<file path="src/rtl/eeprom_wr_slave.sv">
module eeprom_wr_slave #(
  parameter int ADDR_BITS = 11,
  parameter int PAGE_BITS = 4,
  parameter int PROG_CYCLES = 1000,
  parameter logic [3:0] DEV_ID = 4'b1010
) (
  input  logic                 clk,
  input  logic                 rst_n,
  input  logic                 scl_i,
  input  logic                 sda_i,
  output logic                 sda_oe,
  output logic                 wr_en,
  output logic [ADDR_BITS-1:0] wr_addr,
  output logic [7:0]           wr_data,
  output logic                 prog_start,
  output logic                 busy
);
  localparam int HB = ADDR_BITS - 8;
  localparam int CW = $clog2(PROG_CYCLES + 1);

  typedef enum logic [1:0] {S_IDLE, S_DEV, S_WADDR, S_DATA} st_t;

  st_t                  st;
  logic [2:0]           scl_q, sda_q;
  logic [7:0]           sh;
  logic [3:0]           bits;
  logic [ADDR_BITS-1:0] ptr;
  logic                 got;
  logic [CW-1:0]        cnt;

  wire scl_s = scl_q[1];
  wire scl_p = scl_q[2];
  wire sda_s = sda_q[1];
  wire sda_p = sda_q[2];
  wire start_c  = scl_s & scl_p & sda_p & ~sda_s;
  wire stop_c   = scl_s & scl_p & ~sda_p & sda_s;
  wire scl_rise = scl_s & ~scl_p;
  wire scl_fall = ~scl_s & scl_p;

  assign busy = (cnt != '0);

  always_ff @(posedge clk or negedge rst_n) begin
    if (!rst_n) begin
      scl_q <= 3'b111;
      sda_q <= 3'b111;
    end else begin
      scl_q <= {scl_q[1:0], scl_i};
      sda_q <= {sda_q[1:0], sda_i};
    end
  end

  always_ff @(posedge clk or negedge rst_n) begin
    if (!rst_n) begin
      st <= S_IDLE;
      sh <= '0;
      bits <= '0;
      ptr <= '0;
      got <= 1'b0;
      cnt <= '0;
      sda_oe <= 1'b0;
      wr_en <= 1'b0;
      wr_addr <= '0;
      wr_data <= '0;
      prog_start <= 1'b0;
    end else begin
      wr_en <= 1'b0;
      prog_start <= 1'b0;
      if (busy) cnt <= cnt - 1'b1;
      if (busy) begin
        st <= S_IDLE;
        sda_oe <= 1'b0;
        got <= 1'b0;
      end else if (start_c) begin
        st <= S_DEV;
        bits <= '0;
        sda_oe <= 1'b0;
        got <= 1'b0;
      end else if (stop_c) begin
        if (got && st != S_IDLE) begin
          cnt <= CW'(PROG_CYCLES);
          prog_start <= 1'b1;
        end
        st <= S_IDLE;
        got <= 1'b0;
        sda_oe <= 1'b0;
      end else if (st != S_IDLE) begin
        if (scl_rise && bits < 4'd8) begin
          sh <= {sh[6:0], sda_s};
          bits <= bits + 4'd1;
        end else if (scl_fall && bits == 4'd8) begin
          if (sda_oe) begin
            sda_oe <= 1'b0;
            bits <= '0;
            st <= (st == S_DEV) ? S_WADDR : S_DATA;
          end else begin
            case (st)
              S_DEV: begin
                if (sh[7:4] == DEV_ID && !sh[0]) begin
                  sda_oe <= 1'b1;
                  ptr[ADDR_BITS-1:8] <= sh[HB:1];
                end else begin
                  st <= S_IDLE;
                end
              end
              S_WADDR: begin
                sda_oe <= 1'b1;
                ptr[7:0] <= sh;
              end
              default: begin
                sda_oe <= 1'b1;
                wr_en <= 1'b1;
                wr_addr <= ptr;
                wr_data <= sh;
                ptr[PAGE_BITS-1:0] <= ptr[PAGE_BITS-1:0] + 1'b1;
                got <= 1'b1;
              end
            endcase
          end
        end
      end
    end
  end
endmodule

</file>
<file path="config.mk">
export PLATFORM = sky130hd
export DESIGN_NAME = eeprom_wr_slave
export DESIGN_NICKNAME = d
export VERILOG_FILES = /design/src/rtl/eeprom_wr_slave.sv
export SDC_FILE = /design/constraint.sdc
export NUM_CORES = 1
export LEC_CHECK = 0
export BUFFER_PORTS_ARGS = -buffer_cell sky130_fd_sc_hd__buf_2
export CORE_ASPECT_RATIO = 1.5
export CORE_MARGIN = 2
export CORE_UTILIZATION = 53
export CTS_BUF_LIST = sky130_fd_sc_hd__clkbuf_8
export DETAILED_ROUTE_END_ITERATION = 8
export HOLD_SLACK_MARGIN = 0.08
export MAX_ROUTING_LAYER = met4
export PLACE_DENSITY = 0.83
export SYNTH_ARGS = -nofsm -noshare
export SYNTH_HDL_FRONTEND = slang
export SYNTH_SLANG_ARGS = --single-unit
export TNS_END_PERCENT = 30
</file>
<file path="constraint.sdc">
create_clock -name clk -period 2.47 [get_ports clk]
set_input_delay 0.1235 -clock clk [delete_from_list [all_inputs] [get_ports clk]]
set_output_delay 0.1235 -clock clk [all_outputs]
set_load 0.01 [all_outputs]
</file>
* Word level (Yosys, flattened, before mapping) *
Cells that the tools add are included.

cells by class
  add/sub/neg operators = 3
  reductions and logical operators = 23
  magnitude comparators = 1
  muxes and demuxes = 51
  bitwise logic cells = 18
  equal/unequal tests = 9

operators with widths
  operator                                                               count
  10-bit two-way mux                                                     5
  1-bit two-way mux                                                      30
  4-bit two-way mux                                                      6
  8-bit AND reduction                                                    3
  5-bit AND reduction                                                    4
  2-bit two-way mux                                                      9
  1-bit inverter                                                         11
  10-bit nonzero test                                                    1
  10-bit by 1-bit subtractor with 10-bit output (second input constant)  1
  9-bit AND reduction                                                    1
  4-bit by 1-bit adder with 4-bit output (second input constant)         2
  4-bit == test (second input constant)                                  2
  4-bit by 1-bit != test with 1-bit output (second input constant)       2
  4-bit case mux with 2 select lines                                     1
  4-bit nonzero test                                                     2
  1-bit bitwise AND                                                      7
  3-bit nonzero test                                                     2
  5-bit != test (second input constant)                                  1
  5-bit nonzero test                                                     1
  1-bit logical AND                                                      4
  4-bit less-than comparator (second input constant)                     1
  4-bit != test (second input constant)                                  1
  2-bit nonzero test                                                     2
  3-bit AND reduction                                                    1
  5 further kinds                                                        5

word-level totals
  word-level logic and storage cells = 120
  bits of input ports = 4
  output and inout port bits = 23
  bits in registers = 64

* Longest topological paths before layout *
  depth in word-level cells = 11
  mapped depth = 8
  depth with buffers taken out = 7

* Worst setup path before layout *
OpenSTA, ideal clock, no wires.

  path type = register -> register
  start = register cnt[0]
  end = register ptr[4]
  path buffers = 0
  required time = 2.345 ns
  setup time = 0.125 ns
  arrival = 2.437 ns
  period minus slack after synthesis = 2.562 ns
  slack = -0.092 ns
  cell stages (with the launch flop) = 8
  cell sequence = dfrtp_1 inv_1 ha_1 or4b_4 nor3_4 inv_2 nor4_1 mux2_2

on the way
  word-level cells in the longest chain between the ends = 3

RTL lines
  what                                  line  text
  from (decl)                           29    logic [CW-1:0] cnt;
  from (signal assigned)                68    if (busy) cnt <= cnt - 1'b1;
  from (signal assigned)                80    cnt <= CW'(PROG_CYCLES);
  10-bit nonzero test                   40    assign busy = (cnt != '0);
  1-bit inverter (no source line)       -
  8-bit AND reduction (no source line)  -
  to (signal, indexed assignment)       100   ptr[ADDR_BITS-1:8] <= sh[HB:1];
  to (signal assigned)                  107   ptr[7:0] <= sh;
  to (signal, indexed assignment)       114   ptr[PAGE_BITS-1:0] <= ptr[PAGE_BITS-1:0] + 1'b1;
  to (decl)                             27    logic [ADDR_BITS-1:0] ptr;

No other way between the ends.
A chain may end at the register's enable or synchronous reset.

* Worst setup path in the final report *
  start = register cnt[0]
  end = register wr_data[4]

on the way
  word-level cells in the longest chain between the ends = 3

RTL lines
  what                                  line  text
  10-bit nonzero test                   40
  1-bit inverter (no source line)       -
  8-bit AND reduction (no source line)  -
  to (signal assigned)                  113   wr_data <= sh;
  to (decl)                             14    output logic [7:0] wr_data,

No other way between the ends.

==> impl_metrics.csv <==
group,metric,value,unit
status,status,"finished, final reports clean",
global_route,grt_pass1_vias,2068,
finish,fin_util,65.1,%
routing,viasPerCell,5.81,
setup_path,reg2reg_depth,7,
cts,cts_buffers,9,
global_route,antenna_found_initial,0,
global_route,grt.total_usage,21.6,%
synth,synth.cell_area,2840,sq um
synth,synth_cells,228,
setup_path,end_kind,"flop",
die,dieArea,5960,sq um
routing,drc,0,
synth,ys.flop_type,"dfrtp_1",
routing,drtIter0Drc,212,
routing,num_vias,2029,
die,die_h,93.6,microns
timing,slew_headroom,55.6,%
synth,postSynth.asyncResetShare,100,%
finish,drive_gt1_share,40.2,%
routing,wl,5.70,mm
setup_path,worstReg2RegStart,"cnt[0]",
synth,synth.distinct_cells,45,
cts,clock_latency,0.34,ns
cts,cts_setup_buffers,0,
place,gp_congestion,0.815,
timing,setup_viol,0,
setup_path,cp-start-kind,"flop",
timing,finClkSkew,0.0136,ns
power_and_ir_drop,power.density,776,nW/um^2
setup_path,cp.required,2.69,ns
global_route,grt_pass1_wl,9.46,mm
synth,synth_edf_count,0,
setup_path,timing.rr.end,"wr_data[4]",
synth,synth_nets,239,
timing,maxSlewViolCount,0,
synth,yosysSeqAreaShare,56.7,%
global_route,grt_max_degree,30,
timing,max_freq,416,MHz
timing,tightest_slew,0.666,ns
synth,yosysTopAreaCell,"dfrtp_1",
cts,htreeDepth,3,
synth,ys_top_cells_by_area,"dfrtp_1 (51%), mux2_2 (16%), dfstp_2 (5.6%), ha_1 (3.1%), nor2_1 (2.1%)",
timing,rsz0062_at_grt,"yes",
cts,clockBufferDepth,2,
synth,ys_ff_latch,64,
die,rows,32,
global_route,grt-ovfl-total,0,
synth,synth_top_area_share,51.2,%
hold_path,hold_class,"input port to async pin",
die,start_util,54.9,%
die,coreArea,5160,sq um
cts,clockRootBuffer,"clkbuf_8",
synth,synth.avg_cell_area,12.4,sq um
power_and_ir_drop,p_leak,0.00162,uW
finish,layout.nets,287,
timing,fin_crit,2.40,ns
synth,ys_warn_count,0,
finish,syn2layout_area_growth,18.6,%
routing,wl_per_cell,16.3,microns
timing,whs,0.341,ns
cts,cts.sinks,64,
timing,hold_viol_final,0,
die,die_x,63.7,microns
synth,synth.most_common_cell,"dfrtp_1",
finish,antennaDiodeCount,0,
setup_path,cp_max_fo,10,
place,place_ws,0.0215,ns
routing,firstDrtPassIters,4,
routing,antenna_left,0,
power_and_ir_drop,peakVddDrop,470,uV
timing,min_period_over_period,97.3,%
place,dpl.hpwl,3.73,mm
place,port_buffers,26,
cts,tritoncts,"done",
setup_path,arrival,2.63,ns
synth,synth_common_cells,"dfrtp_1 (58), mux2_2 (40), nor2_1 (16)",
job,drv_cap,0,
timing,layout_setup_ws,0.0656,ns
setup_path,crit_type,"flop to flop",
die,io_pins,27,
cts,clk_pin_slew,0.07,ns
setup_path,r2r_setup_slack,0.07,ns
==> metrics by stage <==
step	std cells	cell area [sq um]	power, uW	TNS [ns]
floorplan	228	2840	1640	-0.437
global placement	328	3100	1780	0
detailed placement	328	3100	1810	0
CTS	347	3320	2620	0
global route	349	3360	2760	-0.0548
finish	349	3360	2610	0
==> what timing repair did <==
| item | CTS | global route |
|---|---|---|
| setup endpoints to repair | 0 | 29 |
| resized for setup | 0 | 7 |
| hold endpoints to repair | 23 | 0 |
| hold buffers | 3 | 0 |
==> cell type report <==
class	instances	area (sq um)
clock buffer	11	151
clock inverter	5	32.5
multi-input combinational	148	1190
timing repair buffer	41	254
inverter	12	45.0
tap	68	85.1
sequential	64	1610
fill	367	1800
==> flip-flops by register name, indices dropped and copies added, names as in the netlist <==
name        flops
scl_q           3
ptr            11
st              2
bits            4
got             1
cnt            10
wr_en           1
sda_oe          1
prog_start      1
wr_addr        11
wr_data         8
sh              8
sda_q           3
==> placed cells by master (no fill, tap or decap), types with 4 or more instances in the layout <==
cell / n
clkbuf_8: 11
ha_1: 6
buf_2: 26
a31oi_1: 4
o21ai_0: 11
nor2_1: 16
dfrtp_1: 58
dfstp_2: 6
or4_4: 4
nand3_1: 6
buf_4: 11
inv_1: 12
nand2_1: 8
a21oi_1: 6
mux2_2: 40
a211o_1: 4
==> layer usage <==
| metal | wire (microns) | track usage [%] | vias to the layer above | part of all wire, % |
|---|---|---|---|---|
| li1 | - | - | 937 | - |
| met1 | 2360 | 25.0 | 1037 | 41 |
| met2 | 3040 | 35.1 | 46 | 53 |
| met3 | 163 | 4.09 | 9 | 2.9 |
| met4 | 139 | 12.1 | 0 | 2.4 |
| met5 | 0 | - | - | 0 |
==> report_power, final <==
part / switching (uW) / leakage (uW) / internal [uW]
Sequential: 179 / 0.000844 / 1210
Combinational: 208 / 0.000686 / 212
Clock: 391 / 0.0000927 / 414
==> kinds of logic after synthesis <==
kind of cell | Yosys count | share of synthesized area (%)
fa+ha+maj | 7 | 3.09
flops | 64 | 56.7
simple gates | 61 | 12.5
mux | 40 | 15.9
buf+inv | 18 | 2.91
xor+xnor | 2 | 0.618
compound gates | 36 | 8.25
==> critical path, cell delays in order, from the launching register on <==
cell     delay (ns)
dfrtp_1        0.39
inv_1          0.06
ha_2           0.18
or4b_4         0.48
nor3_4         0.15
inv_2          0.10
or4_4          0.60
mux2_2         0.31
==> worst max-delay path by stage <==
stage | slack [ns] | end | startpoint | cells after the start
2_1_floorplan | -0.02 | ptr[4] | cnt[0] | 7
3_3_place_gp | 0.09 | wr_addr[5] | cnt[0] | 7
3_5_place_dp | 0.02 | wr_addr[5] | cnt[0] | 7
4_1_cts | 0.01 | wr_data[7] | cnt[0] | 7
5_1_grt | -0.007 | wr_addr[6] | cnt[0] | 7
6_report | 0.07 | wr_data[4] | cnt[0] | 7
No activity file was read; power rests on OpenSTA's default activity.
